## config.mk

```make
export PLATFORM = sky130hd
export DESIGN_NAME = sc_tx_sched
export DESIGN_NICKNAME = d
export VERILOG_FILES = /design/src/rtl/sc_tx_sched.sv
export SDC_FILE = /design/constraint.sdc
export NUM_CORES = 1
export LEC_CHECK = 0
export ABC_CLOCK_PERIOD_IN_PS = 2600
export BUFFER_PORTS_ARGS = -buffer_cell sky130_fd_sc_hd__buf_2
export CAP_MARGIN = 20
export CORE_MARGIN = 2
export CORE_UTILIZATION = 42
export DETAILED_ROUTE_END_ITERATION = 8
export HOLD_SLACK_MARGIN = 0.15
export PLACE_DENSITY = 0.7
export SETUP_SLACK_MARGIN = 0.2
export SLEW_MARGIN = 10
export SYNTH_ARGS = -nofsm -noshare
export SYNTH_HDL_FRONTEND = slang
export SYNTH_SLANG_ARGS = --single-unit
```

## constraint.sdc

```tcl
create_clock -name clk -period 2.6 [get_ports clk]
set_clock_uncertainty 0.2 [all_clocks]
set_input_delay 0.52 -clock clk [delete_from_list [all_inputs] [get_ports clk]]
set_output_delay 0.52 -clock clk [all_outputs]
set_load 0.005 [all_outputs]
```

## src/rtl/sc_tx_sched.sv

```systemverilog
module sc_tx_sched #(
  parameter int ETU_CLKS = 372,
  parameter int EGT_W    = 8
) (
  input  logic             clk,
  input  logic             rst_n,
  input  logic             sync_mode,
  input  logic             wr_en,
  input  logic [7:0]       wr_data,
  input  logic [EGT_W-1:0] egt,
  output logic             io_low,
  output logic             busy,
  output logic             tx_done
);
  localparam int CW = (ETU_CLKS > 1) ? $clog2(ETU_CLKS) : 1;
  localparam logic [CW-1:0] ETU_LAST = CW'(ETU_CLKS - 1);

  typedef enum logic [1:0] {IDLE, FRAME, XGRD} st_t;

  st_t              st;
  logic [3:0]       slot;
  logic [CW-1:0]    ecnt;
  logic [EGT_W-1:0] gcnt;
  logic [7:0]       shr, pend;
  logic             pend_v, par, sync_low, frame_low, idle_w;

  wire etu_end = (ecnt == ETU_LAST);
  wire take    = wr_en && !pend_v;

  always_ff @(posedge clk) begin
    if (!rst_n) begin
      st       <= IDLE;
      slot     <= '0;
      ecnt     <= '0;
      gcnt     <= '0;
      shr      <= '0;
      pend     <= '0;
      pend_v   <= 1'b0;
      par      <= 1'b0;
      sync_low <= 1'b0;
      tx_done  <= 1'b0;
    end else begin
      tx_done <= 1'b0;
      if (sync_mode) begin
        if (wr_en) sync_low <= ~wr_data[0];
      end else begin
        case (st)
          IDLE: if (wr_en || pend_v) begin
            shr    <= pend_v ? pend : wr_data;
            par    <= pend_v ? ^pend : ^wr_data;
            pend_v <= 1'b0;
            slot   <= '0;
            ecnt   <= '0;
            st     <= FRAME;
          end
          FRAME: begin
            if (take) begin
              pend   <= wr_data;
              pend_v <= 1'b1;
            end
            if (etu_end) begin
              ecnt <= '0;
              if (slot >= 4'd1 && slot <= 4'd8) shr <= shr >> 1;
              if (slot == 4'd11) begin
                tx_done <= 1'b1;
                gcnt    <= egt;
                st      <= (egt == '0) ? IDLE : XGRD;
              end else begin
                slot <= slot + 4'd1;
              end
            end else begin
              ecnt <= ecnt + 1'b1;
            end
          end
          XGRD: begin
            if (take) begin
              pend   <= wr_data;
              pend_v <= 1'b1;
            end
            if (etu_end) begin
              ecnt <= '0;
              gcnt <= gcnt - 1'b1;
              if (gcnt == EGT_W'(1)) st <= IDLE;
            end else begin
              ecnt <= ecnt + 1'b1;
            end
          end
          default: st <= IDLE;
        endcase
      end
    end
  end

  always_comb begin
    frame_low = 1'b0;
    if (st == FRAME) begin
      case (slot)
        4'd0:                                    frame_low = 1'b1;
        4'd1, 4'd2, 4'd3, 4'd4,
        4'd5, 4'd6, 4'd7, 4'd8:                  frame_low = ~shr[0];
        4'd9:                                    frame_low = ~par;
        default:                                 frame_low = 1'b0;
      endcase
    end
  end

  assign idle_w = (st == IDLE);
  assign io_low = sync_mode ? sync_low : frame_low;
  assign busy   = pend_v || (st == FRAME);
endmodule

```

=== After elaboration in Yosys (flattened, before gate mapping) ===
Index checks and enable logic that the tools add are counted.

* Equal/unequal tests: 22
* Add/subtract/negate cells: 3
* Multiply operators: 0
* Mux-type cells: 31
* Reduce and logical (&&, ||, !) cells: 25
* Magnitude comparators: 2
* Shift operators: 0
* Divide/modulo/power cells: 0
* Bitwise gates (word level): 7

{| class="wikitable"
|+ Operator list
! operator !! number
|-
| 2-to-1 mux 8 bit || 7
|-
| case mux 8 bit (2 select lines) || 2
|-
| 2-to-1 mux 9 bit || 2
|-
| case mux 9 bit (2 select lines) || 1
|-
| == test 4 x 3 -> 1 bit (second input constant) || 4
|-
| parity 8 bit || 2
|-
| AND reduction 5 bit || 3
|-
| == test 4 bit (second input constant) || 3
|-
| 2-to-1 mux 2 bit || 6
|-
| 2-to-1 mux 4 bit || 3
|-
| != test 2 bit (second input constant) || 6
|-
| adder 9 x 1 -> 9 bit (second input constant) || 1
|-
| == test 9 bit (second input constant) || 1
|-
| AND reduction 3 bit || 3
|-
| == test 4 x 2 -> 1 bit (second input constant) || 2
|-
| == test 8 x 1 -> 1 bit (second input constant) || 1
|-
| zero test 8 bit || 1
|-
| case mux 4 bit (2 select lines) || 1
|-
| OR reduction 8 bit || 1
|-
| subtractor 8 x 1 -> 8 bit (second input constant) || 1
|-
| NOT 1 bit || 7
|-
| 2-to-1 mux 1 bit || 6
|-
| case mux 2 bit (3 select lines) || 1
|-
| AND reduction 6 bit || 1
|-
| other kinds (19) || 24
|}

* RAM bits: 0
* Word-level logic and storage cells: 100
* Register bits: 43
* Memories kept: 0
* Bits in latches: 0
* ROM bits: 0

=== Longest topological paths before layout ===
Gate-level depths: netlist (run 1).

* Depth in word-level cells: 5
* Gate-level depth with buffers: 9
* Gate-level depth less buffers: 7

=== Least setup slack after synthesis (run 1) ===
OpenSTA, ideal clock, no wires.

* Path type: register to output
* Start point: register st[1]
* End point: output io_low
* Arrival: 1572 ps
* Cell stages (with the launch flop): 7
* Buffers on the path: 2
* Slack: 308 ps
* Path through: dfxtp_1 inv_1 ha_1 clkbuf_1 clkinv_1 clkbuf_1 o31ai_1

* Word-level cells in the longest chain between the ends: 3

{| class="wikitable"
|+ Ends and longest elaborated chain
! item !! line !! text
|-
| from (decl) || 20 || <nowiki>st_t st;</nowiki>
|-
| from (signal assigned) || 67 || <nowiki>st <= (egt == '0) ? IDLE : XGRD;</nowiki>
|-
| == test 2 x 1 -> 1 bit || 96 || <nowiki>if (st == FRAME) begin</nowiki>
|-
| 2-to-1 mux 1 bit || 96 ||
|-
| 2-to-1 mux 1 bit || 108 || <nowiki>assign io_low = sync_mode ? sync_low : frame_low;</nowiki>
|-
| to (decl) || 11 || <nowiki>output logic io_low,</nowiki>
|}

No other way between the ends.

=== Worst setup path after layout (run 1) ===
* Start point: register slot[1]
* End point: output io_low

* Word-level cells in the longest chain between the ends: 5
* Elaborated cells between the ends (all ways): 14

{| class="wikitable"
|+ Ends and longest elaborated chain
! item !! line !! text
|-
| from (decl) || 21 || <nowiki>logic [3:0] slot;</nowiki>
|-
| from (signal assigned) || 69 || <nowiki>slot <= slot + 4'd1;</nowiki>
|-
| == test 4 x 1 -> 1 bit, or another cell as far along || 97 || <nowiki>case (slot)</nowiki>
|-
| OR reduction 8 bit || 97 ||
|-
| case mux 1 bit (3 select lines) * || 97 ||
|-
| 2-to-1 mux 1 bit * || 96 ||
|-
| 2-to-1 mux 1 bit * || 108 ||
|}

Every way passes the cells marked *; elsewhere a longest branch is shown, timed or not.

==> results.py, run 1 <==
metrics = {
    "power_and_ir_drop": {
        "leakage_uw": 0.001087,
        "p_per_area_nw_per_um2": 560.2,
        "max-vdd-ir-drop_mv": 0.2670,
    },
    "critical_path": {
        "r2r_slack_ps": 270,
        "critPathLaunchType": "flip-flop",
        "ff2ff_path_depth": 4,
        "cp_slowest_cell": "dfxtp_2",
        "path_class": "reg2out",
        "worstPathArrival_ps": 1700,
        "path_depth": 8,
        "cp.required_ps": 1880,
        "crit_start": "slot[1]$_SDFFE_PN0P_",
        "cp_max_fo": 5,
        "cp_cell_sequence": "inv_1 > ha_1 > nand2b_1 > nand2_1 > o41ai_1 > o22a_1 > o31ai_2 > buf_2",
        "endpoint": "io_low",
        "cp_top_family": "compound AO/OA/AOI/OAI gates",
        "cp_num_buf_inv": 2,
        "crit_path_max_incr_delay_ps": 350,
        "r2r-end": "st[0]$_SDFFE_PN0P_",
        "r2r-start": "ecnt[2]$_SDFFE_PN0P_",
        "endpoint_kind": "output port",
    },
    "layout": {
        "final_cells": 401,
        "nets": 357,
        "final_common_cell": "nand2_1",
        "final_layout_size_suffix_gt1_share_pct": 16.87,
        "diodes": 0,
        "most-common-layout-cells": "nand2_1 (44), dfxtp_1 (41), buf_2 (22), mux2i_1 (21), nor2_1 (21)",
        "stdcell_area_sq_um": 2892,
        "area_growth_syn_to_layout_pct": 12.13,
    },
    "synthesis": {
        "synth_nets": 333,
        "syn_avg_cell_area_sq_um": 8.539,
        "async_flop_share_pct": 0,
        "yosys_warnings": 0,
        "synth-edff-count": 0,
        "synth-seq-cells": 43,
        "synth_area_leaders": "dfxtp_1 (33%), mux2i_1 (8.2%), nand2_1 (6.4%)",
        "yosysSeqAreaShare_pct": 33.38,
        "yosys.cell_types.count": 53,
        "synthCells": 302,
        "yosysTopAreaCell": "dfxtp_1",
        "synth_area_sq_um": 2579,
        "ys.flop_type": "dfxtp_1",
        "netlist.area_leader.share_pct": 33.38,
    },
    "status": {
        "status": "completed",
    },
    "clock_network": {
        "clk_latency_ps": 300,
        "hold_buffers": 0,
        "clockBufferDepth": 2,
        "cts.reportedPaths.clkPinSlew_ps": 80,
        "clock_sinks": 43,
        "cts_buffers": 5,
        "cts-root-buf": "clkbuf_8",
        "cts_tree": "done",
        "htreeDepth": 2,
    },
    "place": {
        "pre_cts_slack_ps": 225.1,
        "place_inst": 393,
        "globalplace.congestion": 0.8406,
        "dp_hpwl_mm": 3.895,
        "port_buffers": 22,
        "dpl_cell_area_sq_um": 2759,
    },
    "timing": {
        "tightest_slew_ps": 601.9,
        "worst_slack_ps": 177.7,
        "finalHoldViolations": 0,
        "rsz0062_at_grt": "true",
        "finalSetupViolations": 0,
        "fin_crit_ps": 2422,
        "slew_viol_final": 0,
        "relSlewSlack_pct": 59.83,
        "finalCritPeriodShare_pct": 93.16,
        "fmax_mhz": 412.8,
        "finalSetupTns_ps": 0,
    },
    "grt": {
        "grt_pass1_vias": 1970,
        "grt_use_total_pct": 17.04,
        "antenna_found_initial": 0,
        "grt_pass1_wl_mm": 8.880,
        "grt_max_degree": 22,
        "grt-ovfl-total": 0,
    },
    "detailed_routing": {
        "drc": 0,
        "ant_nets": 0,
        "vias": 2135,
        "wl_per_cell_microns": 13.28,
        "dr.pass1.iters": 4,
        "totalWireLength_mm": 5.327,
        "drt_first_iter_violations": 99,
        "vias_per_cell": 5.324,
    },
    "floorplan": {
        "die-area_sq_um": 6782,
        "start_util_pct": 43.55,
        "core_sq_um": 5921,
        "fp.dieH_microns": 82.36,
        "io_pins": 23,
        "die_w_microns": 82.36,
        "num_rows": 28,
    },
    "hold_path": {
        "min_path_cells": 2,
        "min_path_type": "reg2reg",
    },
    "job": {
        "cap_violations": 0,
    },
}
-- report_power, final --
group	switching (uW)	internal, uW
Sequential	35.4	699
Combinational	219	165
Clock	220	281
Total	475	1150
-- synthesized netlist by cell type (2+ instances only) --
| library cell | instances |
|---|---|
| a21boi_0 | 3 |
| a21oi_1 | 4 |
| and3_1 | 2 |
| buf_1 | 2 |
| buf_2 | 2 |
| clkbuf_1 | 9 |
| dfxtp_1 | 43 |
| ha_1 | 11 |
| inv_1 | 10 |
| mux2i_1 | 21 |
| nand2_1 | 44 |
| nand2b_1 | 3 |
| nand3_1 | 5 |
| nand4_1 | 9 |
| nor2_1 | 21 |
| nor2b_1 | 15 |
| nor3_1 | 5 |
| nor3b_1 | 2 |
| nor4_1 | 4 |
| o2111ai_1 | 7 |
| o211ai_1 | 4 |
| o21ai_0 | 20 |
| o22ai_1 | 3 |
| or2_2 | 2 |
| xnor2_1 | 13 |
| xor2_1 | 11 |
-- cell type report --
type	instances	area [sq um]
clock inverter	1	30.03
fill	577	3029
clock buffer	6	72.57
tap	75	93.84
multi-input combinational	232	1598
sequential	43	863.3
timing repair buffer	33	192.7
inverter	11	41.29
-- worst min-delay path by stage --
stage | startpoint | to
after global placement | shr[3]$_SDFFE_PN0P_ | shr[3]$_SDFFE_PN0P_
after detailed placement | shr[6]$_SDFFE_PN0P_ | shr[6]$_SDFFE_PN0P_
final | shr[6]$_SDFFE_PN0P_ | shr[6]$_SDFFE_PN0P_
after floorplan | shr[1]$_SDFFE_PN0P_ | shr[1]$_SDFFE_PN0P_
after CTS | shr[6]$_SDFFE_PN0P_ | shr[6]$_SDFFE_PN0P_
after global routing | shr[5]$_SDFFE_PN0P_ | shr[5]$_SDFFE_PN0P_
-- metrics by stage --
stage | total power, uW | util, % | hold WS [ps]
3_5_place_dp | 1123 | 46.60 | 250.1
2_1_floorplan | 1016 | - | 236.0
5_1_grt | 1717 | 48.84 | 293.8
4_1_cts | 1629 | 48.46 | 264.1
3_3_place_gp | 1115 | 46.60 | 246.7
6_report | 1620 | 48.84 | 264.7
-- worst min-delay path, stage by stage (launching register included) --
cell	delay, ps
dfxtp_1	310
nand2_1	50
o21ai_0	60
-- kinds of logic after synthesis --
group,after synthesis,share of synthesized area (%)
flops,43,33.38
buf+inv,27,5.434
simple gates,120,23.73
xor+xnor,24,8.151
mux,21,8.151
fa+ha+maj,11,5.337
compound gates,56,15.82
-- registers in the layout (all words and copies together), names as in the netlist --
| register | cells |
|---|---|
| tx_done | 1 |
| par | 1 |
| pend | 8 |
| sync_low | 1 |
| gcnt | 8 |
| shr | 8 |
| ecnt | 9 |
| st | 2 |
| slot | 4 |
| pend_v | 1 |
-- metal layers --
layer	up-vias	global-route usage, %	routed length [microns]	part of all wire [%]
li1	1102	-	-	-
met1	995	21.50	2571	48
met2	29	28.55	2523	47
met3	9	3.261	134	2.5
met4	0	6.667	97	1.8
met5	-	0	0	0
-- timing repair --
action,CTS,global route
endpoints found under the setup margin,1,25
gates resized for setup,4,4
pin swaps,0,2
buffers inserted,0,1
Power figures use the tool's default switching activity.
==> inputs of run 2 (changes only) <==
- GPL_TIMING_DRIVEN: default -> 0
==> results.py, run 2 (synthesis results as in run 1) <==
metrics = {
    "hold_path": {
        "min_path_type": "reg2reg",
        "hold_end": "shr[4]$_SDFFE_PN0P_",
        "hp-start": "shr[4]$_SDFFE_PN0P_",
        "min_path_cells": 2,
    },
    "layout": {
        "final_layout_size_suffix_gt1_share_pct": 16.12,
        "largest_register_ffs": 9,
        "top_register": "ecnt",
        "nets": 365,
        "area_growth_syn_to_layout_pct": 15.58,
        "diodes": 0,
        "final_common_cell": "nand2_1",
        "final_core_util_pct": 50.34,
        "most-common-layout-cells": "nand2_1 (44), dfxtp_1 (41), buf_2 (24), mux2i_1 (21), nor2_1 (21)",
    },
    "clock_network": {
        "htreeDepth": 2,
        "clock_sinks": 43,
        "clockBufferDepth": 2,
        "cts.reportedPaths.clkPinSlew_ps": 90,
        "hold_buffers": 0,
        "cts_tree": "done",
        "cts-root-buf": "clkbuf_8",
        "cts_buffers": 5,
        "clk_latency_ps": 290,
    },
    "critical_path": {
        "path_class": "reg2out",
        "r2r-start": "ecnt[2]$_SDFFE_PN0P_",
        "worstPathArrival_ps": 1710,
        "cp_max_fo": 10,
        "cp.required_ps": 1880,
        "critPathLaunchType": "flip-flop",
        "crit_path_max_incr_delay_ps": 340,
        "endpoint_kind": "output port",
        "r2r_slack_ps": 290,
        "ff2ff_path_depth": 4,
        "r2r-end": "st[0]$_SDFFE_PN0P_",
        "cp_slowest_cell": "dfxtp_2",
        "cp_cell_sequence": "inv_1 > ha_1 > clkbuf_8 > clkinv_4 > clkbuf_4 > o31ai_2 > buf_2",
    },
    "timing": {
        "finalSetupTns_ps": 0,
        "finalSetupViolations": 0,
        "tightest_slew_ps": 696.5,
        "finalHoldViolations": 0,
        "fin_crit_ps": 2433,
        "fmax_mhz": 411.1,
        "finalCritPeriodShare_pct": 93.56,
        "slew_viol_final": 0,
        "relSlewSlack_pct": 53.14,
        "rsz0062_at_grt": "true",
    },
    "detailed_routing": {
        "totalWireLength_mm": 5.469,
        "dr.pass1.iters": 4,
        "drt_first_iter_violations": 84,
        "wl_per_cell_microns": 13.34,
        "drc": 0,
        "vias": 2177,
        "ant_nets": 0,
        "vias_per_cell": 5.310,
    },
    "grt": {
        "grt_use_total_pct": 17.04,
        "grt-ovfl-total": 0,
        "grt_pass1_vias": 1926,
        "grt_pass1_wl_mm": 8.983,
        "grt_max_degree": 14,
        "antenna_found_initial": 0,
    },
    "floorplan": {
        "num_rows": 28,
        "core_sq_um": 5921,
        "fp.dieH_microns": 82.36,
        "start_util_pct": 43.55,
        "io_pins": 23,
        "die-area_sq_um": 6782,
        "die_w_microns": 82.36,
    },
    "status": {
        "status": "completed",
    },
    "power_and_ir_drop": {
        "max-vdd-ir-drop_mv": 0.3384,
        "power_uw": 1739,
        "p_per_area_nw_per_um2": 583.4,
        "leakage_uw": 0.001120,
    },
    "place": {
        "port_buffers": 22,
        "globalplace.congestion": 0.8119,
        "dp_hpwl_mm": 3.995,
    },
    "job": {
        "cap_violations": 0,
    },
}
[run 2: worst max path at each step]
stage / startpoint / endpoint / slack [ps] / depth (start not counted)
after floorplan: st[1]$_SDFFE_PN0P_ / io_low / 310 / 6
after global placement: st[1]$_SDFFE_PN0P_ / io_low / -100 / 7
after detailed placement: st[1]$_SDFFE_PN0P_ / io_low / -110 / 7
after CTS: st[1]$_SDFFE_PN0P_ / io_low / 150 / 7
after global routing: st[1]$_SDFFE_PN0P_ / io_low / 70 / 7
final: st[1]$_SDFFE_PN0P_ / io_low / 170 / 7
[run 2: area by class of cell]
cell class	count	area (sq um)
Tap cell	75	93.84
Multi-Input combinational cell	232	1599
Buffer	16	112.6
Timing Repair Buffer	25	132.6
Clock buffer	6	72.57
Sequential cell	43	863.3
Inverter	11	46.29
Fill cell	563	2940
Clock inverter	2	60.06
[run 2: worst max-delay path, delay by kind of cell (launching register included)]
| family | cells | cell delay (ps) |
|---|---|---|
| AO/OA/AOI/OAI | 1 | 230 |
| buffers and inverters | 5 | 690 |
| flip-flops | 1 | 340 |
| adder cells (fa/ha/maj) | 1 | 160 |
[run 2: stage by stage]
stage	hold WS [ps]	instance area [sq um]	setup WS, ps	std cells
CTS	267.3	2963	149.0	410
finish	263.1	2980	167.4	410
detailed placement	255.3	2783	-105.0	399
floorplan	236.0	2579	307.8	302
global route	292.5	2980	67.78	410
global placement	245.1	2783	-96.38	399
[run 2: timing repair]
action / in CTS / in global routing
endpoints found under the setup margin: 24 / 11
resized for setup: 9 / 4
endpoints found under the hold margin: 0 / 0
pin swaps: 2 / 0
buffers inserted: 3 / 0
[run 2: power breakdown]
part           internal (uW)  switching (uW)  leakage [uW]
clock network            384             231     0.0000654
registers                699            33.0      0.000349
logic                    165             226      0.000705
[run 2: per-layer routing]
metal | vias to the layer above | share of wire, % | GRT usage, %
met5 | - | 0 | 0
met4 | 0 | 0.79 | 3.500
met3 | 6 | 4.6 | 3.152
met2 | 46 | 46 | 27.34
met1 | 1005 | 49 | 23.83
li1 | 1120 | - | -
==> inputs of run 3 (changes only) <==
- ABC_AREA: default -> 1
- CORE_UTILIZATION: 42 -> 55
- PLACE_DENSITY: 0.7 -> 0.84
==> results.py, run 3 <==
metrics = {
    "status": {
        "status": "completed",
    },
    "layout": {
        "area_growth_syn_to_layout_pct": 10.45,
        "final_common_cell": "nand2_1",
        "nets": 530,
        "most-common-layout-cells": "nand2_1 (153), inv_1 (51), dfxtp_1 (40), nor2_1 (39)",
        "top_register": "ecnt",
        "diodes": 0,
        "final_cells": 570,
        "largest_register_ffs": 9,
        "final_layout_size_suffix_gt1_share_pct": 14.20,
    },
    "grt": {
        "grt_pass1_wl_mm": 12.26,
        "grt-ovfl-total": 0,
        "grt_pass1_vias": 2777,
        "grt_max_degree": 13,
        "grt_use_total_pct": 24.83,
        "antenna_found_initial": 0,
    },
    "power_and_ir_drop": {
        "max-vdd-ir-drop_mv": 0.3518,
        "leakage_uw": 0.001500,
        "p_per_area_nw_per_um2": 524.0,
    },
    "synthesis": {
        "yosysSeqAreaShare_pct": 29.34,
        "yosysMostFrequentCell": "nand2_1",
        "synth-edff-count": 0,
        "syn_avg_cell_area_sq_um": 6.229,
        "async_flop_share_pct": 0,
        "synthCells": 471,
        "netlist.area_leader.share_pct": 29.34,
        "ys.flop_type": "dfxtp_1",
        "yosys.cell_types.count": 37,
        "yosysTopAreaCell": "dfxtp_1",
        "synth_area_leaders": "dfxtp_1 (29%), nand2_1 (20%), inv_1 (6.7%)",
        "synth_area_sq_um": 2934,
        "synth_commonest_cells": "nand2_1 (153), inv_1 (52), dfxtp_1 (43)",
        "yosys_warnings": 0,
        "synth-seq-cells": 43,
        "synth_nets": 502,
    },
    "critical_path": {
        "worstPathArrival_ps": 1530,
        "path_class": "reg2out",
        "cp.required_ps": 1880,
        "cp_max_fo": 10,
        "endpoint_kind": "output port",
        "critPathLaunchType": "flip-flop",
    },
    "timing": {
        "slew_viol_final": 0,
        "finalSetupTns_ps": 0,
        "tightest_slew_ps": 622.1,
        "fmax_mhz": 444.0,
        "finalHoldViolations": 0,
        "rsz0062_at_grt": "false",
        "fin_crit_ps": 2252,
        "finalCritPeriodShare_pct": 86.63,
        "finalSetupViolations": 0,
        "relSlewSlack_pct": 58.21,
    },
    "floorplan": {
        "core_sq_um": 5140,
        "fp.dieH_microns": 77.04,
        "die-area_sq_um": 5935,
        "io_pins": 23,
        "start_util_pct": 57.08,
        "num_rows": 26,
        "die_w_microns": 77.04,
    },
    "detailed_routing": {
        "dr.pass1.iters": 5,
        "wl_per_cell_microns": 11.93,
        "ant_nets": 0,
        "top_layer": "met4",
        "drt_first_iter_violations": 238,
        "wl_met3_microns": 419,
        "wl_met2_mm": 3.057,
        "vias": 2980,
        "m1WireLength_mm": 3.265,
        "drc": 0,
        "totalWireLength_mm": 6.798,
        "vias_per_cell": 5.228,
    },
    "job": {
        "cap_violations": 0,
    },
    "clock_network": {
        "htreeDepth": 2,
        "clk_latency_ps": 290,
        "hold_buffers": 0,
        "cts_setup_buffers": 0,
        "cts-root-buf": "clkbuf_8",
        "clock_sinks": 43,
        "cts_buffers": 5,
        "cts_tree": "done",
        "clockBufferDepth": 2,
        "cts.reportedPaths.clkPinSlew_ps": 80,
    },
    "place": {
        "place_inst": 562,
        "port_buffers": 21,
        "globalplace.congestion": 0.8534,
        "dp_hpwl_mm": 5.183,
    },
    "hold_path": {
        "min_path_type": "reg2reg",
    },
}
## run 3: changes by cell type after synthesis, sizes merged, moves of 4 or more
| cell | previous run | this run |
|---|---|---|
| o211ai | 4 | 0 |
| inv | 10 | 57 |
| nor2 | 21 | 43 |
| nand3 | 5 | 26 |
| xnor2 | 13 | 4 |
| xor2 | 11 | 4 |
| o21ai | 20 | 40 |
| mux2i | 21 | 0 |
| nand2 | 44 | 162 |
| o2111ai | 7 | 0 |
| a21boi | 4 | 0 |
| nor2b | 15 | 0 |
| a21oi | 4 | 37 |
## run 3: what timing repair did
item                       in CTS  in global routing
pin swaps                       0                  0
setup endpoints to repair       1                  1
resized for setup               1                 11
## run 3: area by class of cell
type | instances | area [sq um]
plain buffers | 15 | 90.09
clock buffers | 8 | 100.1
fillers | 495 | 1899
inverters | 59 | 221.5
multi-input cells | 354 | 1772
flip-flops and latches | 43 | 864.6
well taps | 70 | 87.58
repair buffers | 21 | 105.1
## run 3: where the power goes
group          switching (uW)  internal [uW]  leakage, uW
clock                     221            243    0.0000515
combinational             323            177      0.00110
sequential               32.3            702     0.000350
## run 3: layer usage
| metal | track usage, % | vias to the layer above |
|---|---|---|
| li1 | - | 1562 |
| met1 | 34.73 | 1341 |
| met2 | 40.00 | 71 |
| met3 | 3.882 | 6 |
| met4 | 6.607 | 0 |
| met5 | 0 | - |
## run 3: worst paths after layout
| check | from | to | slack (ps) | cells past startpoint |
|---|---|---|---|---|
| setup / recovery | st[1]$_SDFFE_PN0P_ | io_low | 350 | 7 |
| hold / removal | shr[7]$_SDFFE_PN0P_ | shr[7]$_SDFFE_PN0P_ | 270 | 2 |
| setup reg to reg | st[0]$_SDFFE_PN0P_ | pend[6]$_SDFFE_PN0P_ | 570 | 8 |
| hold reg to reg | shr[7]$_SDFFE_PN0P_ | shr[7]$_SDFFE_PN0P_ | 270 | 2 |
## run 3: logic make-up (layout without fill, tap and decap cells)
| kind of cell | after synthesis | in the layout | synth area share, % |
|---|---|---|---|
| xor+xnor | 8 | 8 | 2.388 |
| buf+inv | 74 | 103 | 10.41 |
| simple gates | 253 | 253 | 37.83 |
| compound gates | 82 | 82 | 15.35 |
| flops | 43 | 43 | 29.34 |
| fa+ha+maj | 11 | 11 | 4.691 |
## run 3: critical path: stages, from the launching register on
cell,delay (ps)
dfxtp_2,360
inv_1,60
ha_1,190
buf_4,180
clkbuf_4,180
nand3_1,80
nand2_1,60
buf_2,120
## run 3: stage by stage
| stage | power, uW | instance area [sq um] | setup slack (ps) | util [%] | hold slack [ps] |
|---|---|---|---|---|---|
| finish | 1698 | 3241 | 347.7 | 63.05 | 272.1 |
| global route | 1816 | 3241 | 205.4 | 63.05 | 289.8 |
| global placement | 1220 | 3127 | 458.8 | 60.83 | 252.4 |
| CTS | 1700 | 3228 | 228.9 | 62.80 | 271.4 |
| detailed placement | 1239 | 3127 | 432.2 | 60.83 | 259.1 |
| floorplan | 1116 | 2934 | 743.2 | - | 241.3 |
